## src/rtl/rxra_pkg.sv

```systemverilog
package rxra_pkg;
   typedef enum logic [1:0] {
      SPD_10M   = 2'b00,
      SPD_100M  = 2'b01,
      SPD_1000M = 2'b10,
      SPD_RSVD  = 2'b11
   } rxra_speed_e;
endpackage

```

## src/rtl/rxra_sample_gate.sv

```systemverilog
module rxra_sample_gate #(
   parameter bit GIG_BYPASS = 1'b1
) (
   input  logic [1:0] speed_sel,
   input  logic       sample_en,
   output logic       samp_en
);
   import rxra_pkg::*;

   generate
      if (GIG_BYPASS) begin : g_bypass
         // at full rate every cycle carries a new symbol
         assign samp_en = sample_en | (rxra_speed_e'(speed_sel) == SPD_1000M);
      end else begin : g_enable_only
         logic unused_speed;
         assign unused_speed = ^speed_sel;
         assign samp_en      = sample_en;
      end
   endgenerate
endmodule

```

## src/rtl/rxra_hold_reg.sv

```systemverilog
module rxra_hold_reg #(
   parameter int DW = 8
) (
   input  logic          clk,
   input  logic          rst_n,
   input  logic          en,
   input  logic [DW-1:0] d_in,
   input  logic          dv_in,
   input  logic          er_in,
   output logic [DW-1:0] d_q,
   output logic          dv_q,
   output logic          er_q
);
   always_ff @(posedge clk or negedge rst_n) begin
      if (!rst_n) begin
         d_q  <= '0;
         dv_q <= 1'b0;
         er_q <= 1'b0;
      end else if (en) begin
         d_q  <= d_in;
         dv_q <= dv_in;
         er_q <= er_in;
      end
   end
endmodule

```

## src/rtl/rxra_sfd_align.sv

```systemverilog
module rxra_sfd_align #(
   parameter int          DW       = 8,
   parameter logic [DW-1:0] PRE_BYTE = 8'h55,
   parameter logic [DW-1:0] SFD_BYTE = 8'hD5
) (
   input  logic          clk,
   input  logic          rst_n,
   input  logic          en,
   input  logic [DW-1:0] cur_d,
   input  logic          cur_dv,
   input  logic [DW-1:0] prv_d,
   input  logic          prv_dv,
   input  logic          prv_er,
   output logic [DW-1:0] out_d,
   output logic          out_dv,
   output logic          out_er,
   output logic          shift_o
);
   localparam int NIB = DW / 2;

   logic          shift_q;  // frame is nibble shifted
   logic          fixed_q;  // alignment decided for this frame
   logic          pre_seen;
   logic          skew_hit;
   logic          sfd_hit;
   logic          use_shift;
   logic [DW-1:0] rebuilt;

   assign pre_seen  = !fixed_q && prv_dv && (prv_d == PRE_BYTE) && cur_dv;
   assign sfd_hit   = pre_seen && (cur_d == SFD_BYTE);
   assign skew_hit  = pre_seen && (cur_d != SFD_BYTE)
                      && (cur_d[NIB-1:0] == SFD_BYTE[DW-1:NIB]);
   assign use_shift = shift_q || skew_hit;
   assign rebuilt   = {cur_d[NIB-1:0], prv_d[DW-1:NIB]};

   always_ff @(posedge clk or negedge rst_n) begin
      if (!rst_n) begin
         shift_q <= 1'b0;
         fixed_q <= 1'b0;
      end else if (en) begin
         if (!cur_dv) begin
            shift_q <= 1'b0;
            fixed_q <= 1'b0;
         end else if (skew_hit) begin
            shift_q <= 1'b1;
            fixed_q <= 1'b1;
         end else if (sfd_hit) begin
            fixed_q <= 1'b1;
         end
      end
   end

   always_ff @(posedge clk or negedge rst_n) begin
      if (!rst_n) begin
         out_d  <= '0;
         out_dv <= 1'b0;
         out_er <= 1'b0;
      end else if (en) begin
         out_d  <= use_shift ? rebuilt : prv_d;
         out_dv <= prv_dv;
         out_er <= prv_er;
      end
   end

   assign shift_o = shift_q;
endmodule

```

## src/rtl/rx_rate_adapt.sv

```systemverilog
module rx_rate_adapt #(
   parameter int            DW         = 8,
   parameter logic [DW-1:0] PRE_BYTE   = 8'h55,
   parameter logic [DW-1:0] SFD_BYTE   = 8'hD5,
   parameter bit            GIG_BYPASS = 1'b1
) (
   input  logic          clk,
   input  logic          rst_n,
   input  logic [1:0]    speed_sel,
   input  logic          sample_en,
   input  logic [DW-1:0] rx_data_in,
   input  logic          rx_dv_in,
   input  logic          rx_er_in,
   output logic [DW-1:0] gmii_rxd,
   output logic          gmii_rx_dv,
   output logic          gmii_rx_er
);
   generate
      if ((DW < 4) || (DW % 2 != 0)) begin : g_bad_width
         $error("rx_rate_adapt: DW must be even and at least 4");
      end
      if (PRE_BYTE == SFD_BYTE) begin : g_bad_codes
         $error("rx_rate_adapt: preamble and delimiter codes must differ");
      end
   endgenerate

   logic          samp_en;
   logic [DW-1:0] hold_d;
   logic          hold_dv;
   logic          hold_er;
   logic          shift_act;

   rxra_sample_gate #(.GIG_BYPASS(GIG_BYPASS)) u_gate (
      .speed_sel (speed_sel),
      .sample_en (sample_en),
      .samp_en   (samp_en)
   );

   rxra_hold_reg #(.DW(DW)) u_hold (
      .clk   (clk),
      .rst_n (rst_n),
      .en    (samp_en),
      .d_in  (rx_data_in),
      .dv_in (rx_dv_in),
      .er_in (rx_er_in),
      .d_q   (hold_d),
      .dv_q  (hold_dv),
      .er_q  (hold_er)
   );

   rxra_sfd_align #(.DW(DW), .PRE_BYTE(PRE_BYTE), .SFD_BYTE(SFD_BYTE)) u_align (
      .clk     (clk),
      .rst_n   (rst_n),
      .en      (samp_en),
      .cur_d   (rx_data_in),
      .cur_dv  (rx_dv_in),
      .prv_d   (hold_d),
      .prv_dv  (hold_dv),
      .prv_er  (hold_er),
      .out_d   (gmii_rxd),
      .out_dv  (gmii_rx_dv),
      .out_er  (gmii_rx_er),
      .shift_o (shift_act)
   );
endmodule

```

## config.mk

```make
export PLATFORM = sky130hd
export DESIGN_NAME = rx_rate_adapt
export DESIGN_NICKNAME = d
export VERILOG_FILES = /design/src/rtl/rxra_pkg.sv /design/src/rtl/rxra_sample_gate.sv /design/src/rtl/rxra_hold_reg.sv /design/src/rtl/rxra_sfd_align.sv /design/src/rtl/rx_rate_adapt.sv
export SDC_FILE = /design/constraint.sdc
export NUM_CORES = 1
export LEC_CHECK = 0
export ABC_AREA = 0
export CAP_MARGIN = 20
export CORE_MARGIN = 8
export CORE_UTILIZATION = 47
export DETAILED_ROUTE_END_ITERATION = 8
export GPL_TIMING_DRIVEN = 0
export PLACE_DENSITY = 0.77
export RECOVER_POWER = 100
export SLEW_MARGIN = 20
export SYNTH_ARGS = -nofsm -noshare
export SYNTH_HDL_FRONTEND = slang
export SYNTH_SLANG_ARGS = --single-unit
export TNS_END_PERCENT = 100
```

## constraint.sdc

```tcl
create_clock -name clk -period 2.6 [get_ports clk]
set_clock_uncertainty 0.15 [all_clocks]
set_input_delay 0.52 -clock clk [delete_from_list [all_inputs] [get_ports clk]]
set_output_delay 0.52 -clock clk [all_outputs]
set_load 0.005 [all_outputs]
```

### Yosys cells after proc, flatten, opt, wreduce, memory -nomap -nowiden

Index checks and enable logic that the tools add are counted.

| word-level totals | value |
|---|---|
| flip-flop bits (word level) | 22 |
| logic and storage cells | 32 |

| operators by class | value |
|---|---|
| equality and inequality tests | 7 |
| muxes and demuxes | 6 |
| bitwise logic cells | 1 |
| reduce and logical (&&, ||, !) cells | 10 |

Operators with widths:

| kind | count |
|---|---|
| $eq 8x7->1 const B | 1 |
| $eq 8x8->1 const B | 1 |
| $mux 8 | 1 |
| $ne 8x8->1 const B | 1 |
| $logic_and 1x1->1 | 6 |
| $mux 1 | 5 |
| $eq 4x4->1 const B | 1 |
| $reduce_and 2->1 | 2 |
| $ne 3x1->1 const B | 1 |
| $eq 2x2->1 const B | 1 |
| $ne 2x1->1 const B | 1 |
| $logic_not 1->1 | 1 |
| $logic_or 1x1->1 | 1 |
| $or 1x1->1 | 1 |

### Logic depth before layout (Yosys ltp)

Gate-level depths: netlist of run 1.

| logic depth | value |
|---|---|
| depth after elaboration | 8 |
| mapped depth | 6 |
| gate-level depth less buffers | 4 |

### Cells and area by module

Synthesis of run 1 repeated with hierarchy kept, for this count alone.

| unflattened totals | value |
|---|---|
| cell total of the unflattened synthesis | 80 |
| area total of the unflattened synthesis | 1,041.0 sq um |

By module, submodules not included:

| module | instances | cells each | area each (sq um) | seq. area each (sq um) |
|---|---|---|---|---|
| rxra_sfd_align | 1 | 57 | 618.1 | 300.3 |
| rxra_hold_reg | 1 | 21 | 411.6 | 250.2 |
| rxra_sample_gate | 1 | 2 | 11.3 | 0.0 |

### Worst setup path before layout of run 1

Ideal clock, no wire load.

| timing path | value |
|---|---|
| kind | flip-flop to flip-flop |
| start | register u_hold.d_q[3] |
| end | register u_align.out_d[0] |
| arrival time | 1.551 ns |
| required time | 2.324 ns |
| setup slack | 0.773 ns |
| stages on the path, launching flop included | 5 |
| path buffers | 0 |
| period minus slack after synthesis | 1.827 ns |
| cell sequence | dfrtp_1 > or3b_4 > or4_4 > a31oi_1 > a21oi_1 |

| between the ends | value |
|---|---|
| word-level cells in the longest chain between the ends | 7 |

Ends and longest elaborated chain:

| item | line | text |
|---|---|---|
| start: declaration | rxra_hold_reg.sv:10 | `output logic [DW-1:0] d_q,` |
| start signal: assignment | rxra_hold_reg.sv:20 | `d_q <= d_in;` |
| $eq 8x7->1 | rxra_sfd_align.sv:29 | `assign pre_seen = !fixed_q && prv_dv && (prv_d == PRE_BYTE) && cur_dv;` |
| $logic_and 1x1->1 (2 in series) | rxra_sfd_align.sv:29 |  |
| $logic_and 1x1->1 | rxra_sfd_align.sv:31 | `assign skew_hit = pre_seen && (cur_d != SFD_BYTE)` |
| $logic_and 1x1->1 | rxra_sfd_align.sv:32 | `&& (cur_d[NIB-1:0] == SFD_BYTE[DW-1:NIB]);` |
| $logic_or 1x1->1 | rxra_sfd_align.sv:33 | `assign use_shift = shift_q \|\| skew_hit;` |
| $mux 8 | rxra_sfd_align.sv:59 | `out_d <= use_shift ? rebuilt : prv_d;` |
| end signal: assignment | rxra_sfd_align.sv:59 |  |
| end: declaration | rxra_sfd_align.sv:14 | `output logic [DW-1:0] out_d,` |

No other way between the ends.
A chain may end at the register's enable or synchronous reset.

### Final worst setup path of run 1

| timing path | value |
|---|---|
| start | input port rx_data_in[0] |
| end | register u_align.out_d[4] |

| between the ends | value |
|---|---|
| word-level cells in the longest chain between the ends | 5 |
| elaborated cells on any way between the ends | 6 |
| those cells by class | eq/ne: 2; mux: 1; reduce/logical: 3 |

Ends and longest elaborated chain:

| item | line | text |
|---|---|---|
| start: declaration | rx_rate_adapt.sv:11 | `input logic [DW-1:0] rx_data_in,` |
| $ne 8x8->1 | rxra_sfd_align.sv:31 |  |
| $logic_and 1x1->1 | rxra_sfd_align.sv:31 |  |
| $logic_and 1x1->1 | rxra_sfd_align.sv:32 |  |
| $logic_or 1x1->1 | rxra_sfd_align.sv:33 |  |
| $mux 8 * | rxra_sfd_align.sv:59 |  |

Mark *: on every way between the ends. The rest lies on a longest branch, timed or not.

==> results of run 1 <==
-- cell type report --
class	count	area [µm²]	area share [%]
well taps	27	33.8	2.61
clock buffers	4	36.3	2.80
multi-input cells	78	403	31.1
inverters	4	15.0	1.16
repair buffers	24	234	18.1
plain buffers	5	21.3	1.64
flip-flops and latches	22	551	42.6
-- how the worst max path moves through the flow --
stage	slack, ps	startpoint	endpoint	cells after the start
after floorplan	770	u_hold.d_q[3]	u_align.out_d[0]	4
after global placement	300	rx_data_in[0]	u_align.out_d[0]	5
after detailed placement	290	rx_data_in[0]	u_align.out_d[4]	5
after CTS	610	speed_sel[0]	u_hold.d_q[6]	6
after global routing	400	rx_data_in[0]	u_align.out_d[7]	5
final	480	rx_data_in[0]	u_align.out_d[4]	5
-- worst max-delay path: stages --
cell and delay, ps:
dlygate4sd3_1 620, nand4b_1 170, or4_1 560, a31oi_1 210
a21oi_1 90
-- stage by stage --
stage	cell area (µm²)	total power [µW]	utilization [%]	instances
2_1_floorplan	1000	460	-	109
3_3_place_gp	1270	547	64.3	160
3_5_place_dp	1270	551	64.3	160
4_1_cts	1310	731	66.1	164
5_1_grt	1290	759	65.3	164
6_report	1290	712	65.3	164
-- power by group through the flow --
| stage | logic, µW | clock network [µW] | registers (µW) |
|---|---|---|---|
| after floorplan | 53.4 | 0 | 407 |
| after global routing | 145 | 206 | 408 |
| after detailed placement | 141 | 0 | 410 |
| final | 129 | 181 | 402 |
| after CTS | 142 | 187 | 403 |
| after global placement | 139 | 0 | 408 |
-- per-layer routing --
layer / up-vias / wire [µm] / part of all wire, %
met1: 394 / 1100 / 50
li1: 432 / - / -
met4: 0 / 31 / 1.4
met2: 39 / 932 / 42
met5: - / 0 / 0
met3: 5 / 145 / 6.6
-- cells by family after synthesis --
family                 count (synthesis)  share of synthesized area [%]
multiplexers                           3                           3.00
AND/OR/NAND/NOR                       50                           23.8
AO/OA/AOI/OAI                         25                           14.5
flip-flops                            22                           55.1
buffers and inverters                  9                           3.63
-- flip-flops by register name, summed over array words and instances (netlist names) --
register and flops:
u_align.shift_o 1, u_align.fixed_q 1, u_hold.er_q 1, u_align.out_d 8
u_hold.dv_q 1, u_align.out_dv 1, u_hold.d_q 8, u_align.out_er 1
-- synth_stat cells (2+ instances only) --
cell type,number
nand2_1,36
dfrtp_1,22
a21oi_1,8
o21ai_0,8
nor2_1,5
inv_1,4
a31oi_1,3
clkbuf_1,3
mux2i_1,3
buf_2,2
nand4b_1,2
==> summary.md, run 1 <==
| Metric | Value |
|---|---|
| PostCTS Resize Cnt | `0` |
| Max_slew headroom | `24.0%` |
| Register area share after synthesis | `55.1%` |
| Gr busiest metal | `met2` |
| Gate power share | `18.1%` |
| Via count | `870` |
| Die Wd | `62.1 µm` |
| CTS Sinks | `22` |
| CTS Buf Count | `3` |
| Routed Antenna Nets | `0` |
| Reg power frac | `56.5%` |
| Peak VDD IR | `348 µV` |
| Post-Syn Area | `1000 µm²` |
| Clock Pin Slew Worst Setup and Hold Paths | `110 ps` |
| Internal power | `533 µW` |
| RSZ-0062 raised after global routing | `no` |
| Sw frac | `25.1%` |
| Worst-case clock buffer depth | `2` |
| Die Area | `0.00386 mm²` |
| Initial DRC count | `26` |
| Antenna violations before repair | `0` |
| Largest net degree at the start of global routing | `23` |
| Most common cell after layout, fill and taps aside | `nand2_1` |
| NetSw | `179 µW` |
| Layout cells sized above 1 | `5.11%` |
| Terminus of the critical flop-to-flop path | `u_align.out_d[4]` |
| Area Overhead vs Synth | `29.4%` |
| All-Layer GR Usage | `12.0%` |
| Minimum clock period | `2120 ps` |
| Gpl congestion | `0.862` |
| CP max FO | `3` |
| Status | `completed` |
| # Post-CTS Setup Buffers | `0` |
| Worst-margin pin slew | `1140 ps` |
| Port bufs | `24` |
| Crit start category | `primary input` |
| Post-Syn Instances | `109` |
| GRT overflow | `0` |
| R2R Setup Slk | `630 ps` |
| Worst R2R Start | `u_hold.d_q[3]` |
| Ant diodes | `0` |
| Asr flop ratio synth | `100%` |
| Pleak | `0.000581 µW` |
| Io pins | `25` |
| Drt pass-1 iters | `4` |
| Die Y | `62.1 µm` |
| Post-synth EDFFs | `0` |
| Vias in the first global route | `859` |
| Area leader, netlist | `dfrtp_1` |
| Routed WL | `2210 µm` |
| Fillers | `168` |
| Met3 usage | `3.23%` |
| Slew Limit Fails | `0` |
| Crit path DAT | `2160 ps` |
| Hold/Removal Path Class | `in2async` |
| Clock power share | `25.4%` |
| Final setup viols | `0` |
| Avg WL per Cell | `13.5 µm` |
| Synth top area cells | `dfrtp_1, nand2_1, a21oi_1` |
| Commonest non-fill, non-tap cells in the layout | `nand2_1, dfrtp_1, dlygate4sd3_1` |
| Met1 GRT Util | `16.2%` |
| WHS | `259 ps` |
| DP Worst Slack | `292 ps` |
| Setup_tns | `0 ps` |
| Post-synth top flop | `dfrtp_1` |
| Root buffer cell | `clkbuf_4` |
| H-tree levels | `1` |
| Row cnt | `16` |
| Register bit count reported by yosys | `22` |
| Highest clock rate | `472 MHz` |
| First-pass GRT wire length | `3930 µm` |
| Hold_buf cts | `0` |
| DRC violations left | `0` |
| Critical Path End Type | `flip-flop` |
| Crit path kind | `in2reg` |
| Fin crit share | `81.4%` |
| Via density per instance | `5.30` |
| Starting density of the core | `50.4%` |
| Reg2reg path depth | `4` |
| Synth unique cells | `24` |
| Routing usage on met2 | `17.3%` |
| Synth Area per Inst | `9.17 µm²` |
| Placeable Area | `0.00198 mm²` |
| Clk_lat worst skew | `300 ps` |
| Pwr/cell area | `550 mW/mm²` |
| Final hold vios | `0` |
| Post-synth top area share | `55.1%` |
| CTS tree | `built` |
| Yosys warning count | `0` |
| Final layout net count | `153` |
| Mapped Nets | `124` |
| Max_cap viols | `0` |
| Worst setup margin | `482 ps` |
| Data required, critical path | `2640 ps` |
| Detail Placement HPWL | `1690 µm` |
No activity file was read; power rests on OpenSTA's default activity.
==> inputs of run 2 (changes only) <==
- clock period: 2.6 -> 2 ns (I/O delays scaled with it)
==> run 2 against run 1 <==
  * Cell area up 2.0%
  * Non-clock buffer count is 1 higher
  * Sequential power rose by 30%
  * Largest cell class unchanged
==> summary.md, run 2 (synthesized netlist as in run 1, its figures left out) <==
| Metric | Value |
|---|---|
| Initial DRC count | `19 (-27%)` |
| DRC violations left | `0 (unchanged)` |
| Gpl congestion | `0.862 (unchanged)` |
| Ant diodes | `0 (unchanged)` |
| Reg2reg path depth | `4 (unchanged)` |
| Slew Limit Fails | `0 (unchanged)` |
| Slowest stage delay, CP | `560 ps (-60 ps)` |
| Root buffer cell | `clkbuf_4` |
| Data required, critical path | `2060 ps (-580 ps)` |
| Hold/Removal Path Class | `reg2reg` |
| Layout cells sized above 1 | `7.25% (+2.1 points)` |
| First-pass GRT wire length | `3930 µm (unchanged)` |
| Minimum clock period | `1930 ps` |
| CP Cell Sequence | `or3b_4, or4_4, a31oi_1, a21oi_1` |
| Via density per instance | `5.34 (+0.65%)` |
| Max_cap viols | `0 (unchanged)` |
| Placeable Area | `0.00198 mm² (unchanged)` |
| CTS Sinks | `22 (unchanged)` |
| CP startpoint | `u_hold.d_q[3]` |
| Detail Placement HPWL | `1690 µm (unchanged)` |
| CTS Buf Count | `3 (unchanged)` |
| Worst R2R Start | `u_hold.d_q[3]` |
| Crit path kind | `reg2reg` |
| CP max FO | `3 (unchanged)` |
| Via count | `881 (+1.3%)` |
| Commonest non-fill, non-tap cells in the layout | `nand2_1, dfrtp_1, clkdlybuf4s50_1` |
| Max_slew headroom | `23.7% (-0.33 points)` |
| Fin crit share | `96.5%` |
| Highest clock rate | `518 MHz` |
| GRT overflow | `0 (unchanged)` |
| Routed Antenna Nets | `0 (unchanged)` |
| Clock Pin Slew Worst Setup and Hold Paths | `120 ps (about the same)` |
| Worst-margin pin slew | `1140 ps (+4.88 ps)` |
| Critical Path End Type | `flip-flop` |
| Final setup viols | `0 (unchanged)` |
| Drt pass-1 iters | `4 (unchanged)` |
| Worst-case clock buffer depth | `2 (unchanged)` |
| Pwr/cell area | `710 mW/mm² (+29%)` |
| Row cnt | `16 (unchanged)` |
| Largest net degree at the start of global routing | `23 (unchanged)` |
| Worst Hold Depth | `2` |
| Die Area | `0.00386 mm² (unchanged)` |
| Largest regs | `u_align.out_d x8, u_hold.d_q x8` |
| Final hold vios | `0 (unchanged)` |
| Io pins | `25 (unchanged)` |
| Worst Setup EP | `u_align.out_d[4]` |
| CTS tree | `built` |
| Critical-path top delay cell | `or4_4` |
| WHS | `338 ps (+79.4 ps)` |
| Routed WL | `2250 µm (+1.7%)` |
| DP Worst Slack | `-188 ps (-480 ps)` |
| Crit start category | `flip-flop` |
| Pleak | `0.000587 µW (+1.1%)` |
| Worst path top cell family by delay | `simple AND/OR/NAND/NOR gates` |
| Stages on the worst setup path | `4 (-1)` |
| Clk_lat worst skew | `310 ps (about the same)` |
| Port bufs | `24 (unchanged)` |
| Status | `completed` |
| Most common cell after layout, fill and taps aside | `nand2_1` |
| Vias in the first global route | `859 (unchanged)` |
| Antenna violations before repair | `0 (unchanged)` |
| Fillers | `162 (-3.6%)` |
| Peak VDD IR | `457 µV (+31%)` |
| RSZ-0062 raised after global routing | `yes` |
| Worst setup margin | `69.5 ps (-413 ps)` |
| Final layout net count | `154 (+0.65%)` |
| Avg WL per Cell | `13.6 µm (+1.1%)` |
| H-tree levels | `1 (unchanged)` |
| R2R Setup Slk | `70 ps (-560 ps)` |
| Terminus of the critical flop-to-flop path | `u_align.out_d[4]` |
| Number of buffers and inverters on the critical path | `0 (-1)` |
| Starting density of the core | `50.4% (unchanged)` |
| Crit path DAT | `1990 ps (-170 ps)` |
| Die Wd | `62.1 µm (unchanged)` |
| All-Layer GR Usage | `12.0% (unchanged)` |
| Die Y | `62.1 µm (unchanged)` |
| Area Overhead vs Synth | `32.0%` |
==> run 2: final cells by class <==
| type | instances | area (µm²) | share of cell area [%] |
|---|---|---|---|
| plain buffers | 5 | 21.3 | 1.61 |
| clock buffers | 4 | 36.3 | 2.75 |
| inverters | 4 | 15.0 | 1.14 |
| multi-input cells | 78 | 419 | 31.8 |
| flip-flops and latches | 22 | 551 | 41.7 |
| well taps | 27 | 33.8 | 2.56 |
| repair buffers | 25 | 244 | 18.5 |
==> run 2: per-layer routing <==
layer	wire length [µm]	track usage, %	up-vias
met3	115	3.23	4
met4	23	5.25	0
li1	-	-	434
met1	1140	16.2	413
met2	971	17.3	30
met5	0	0	-
==> run 2: worst min path at each step <==
stage | to | slack [ps] | from
floorplan | u_align.fixed_q | -50 | rst_n
global placement | u_hold.er_q | 300 | u_hold.er_q
detailed placement | u_hold.er_q | 310 | u_hold.er_q
CTS | u_hold.er_q | 340 | u_hold.er_q
global route | u_align.out_d[2] | 370 | u_align.out_d[2]
finish | u_align.out_d[2] | 340 | u_align.out_d[2]
==> run 2: what timing repair did <==
action                                  in CTS  in global routing
resized for setup                            0                  1
hold buffers                                 0                  1
endpoints found under the setup margin       0                  4
hold endpoints to repair                     0                 22
buffers inserted                             0                  0
==> run 2: through the flow <==
step	util, %	setup TNS, ps	area [µm²]	std cells	total power, µW
global route	66.6	-13.2	1320	165	992
finish	66.6	0	1320	165	937
global placement	64.3	-2170	1270	160	712
detailed placement	64.3	-3330	1270	160	716
CTS	66.1	0	1310	164	951
floorplan	-	0	1000	109	598
==> run 2: worst reg2reg max path, stage by stage, from the launching register on <==
cell and delay, ps:
dfrtp_1 420, or3b_4 420, or4_4 560, a31oi_1 200, a21oi_1 90
==> run 2: where the power goes <==
group,leakage [µW],internal (µW),switching [µW]
clock,0.0000210,111,131
combinational,0.000297,93.6,78.2
sequential,0.000269,491,32.8
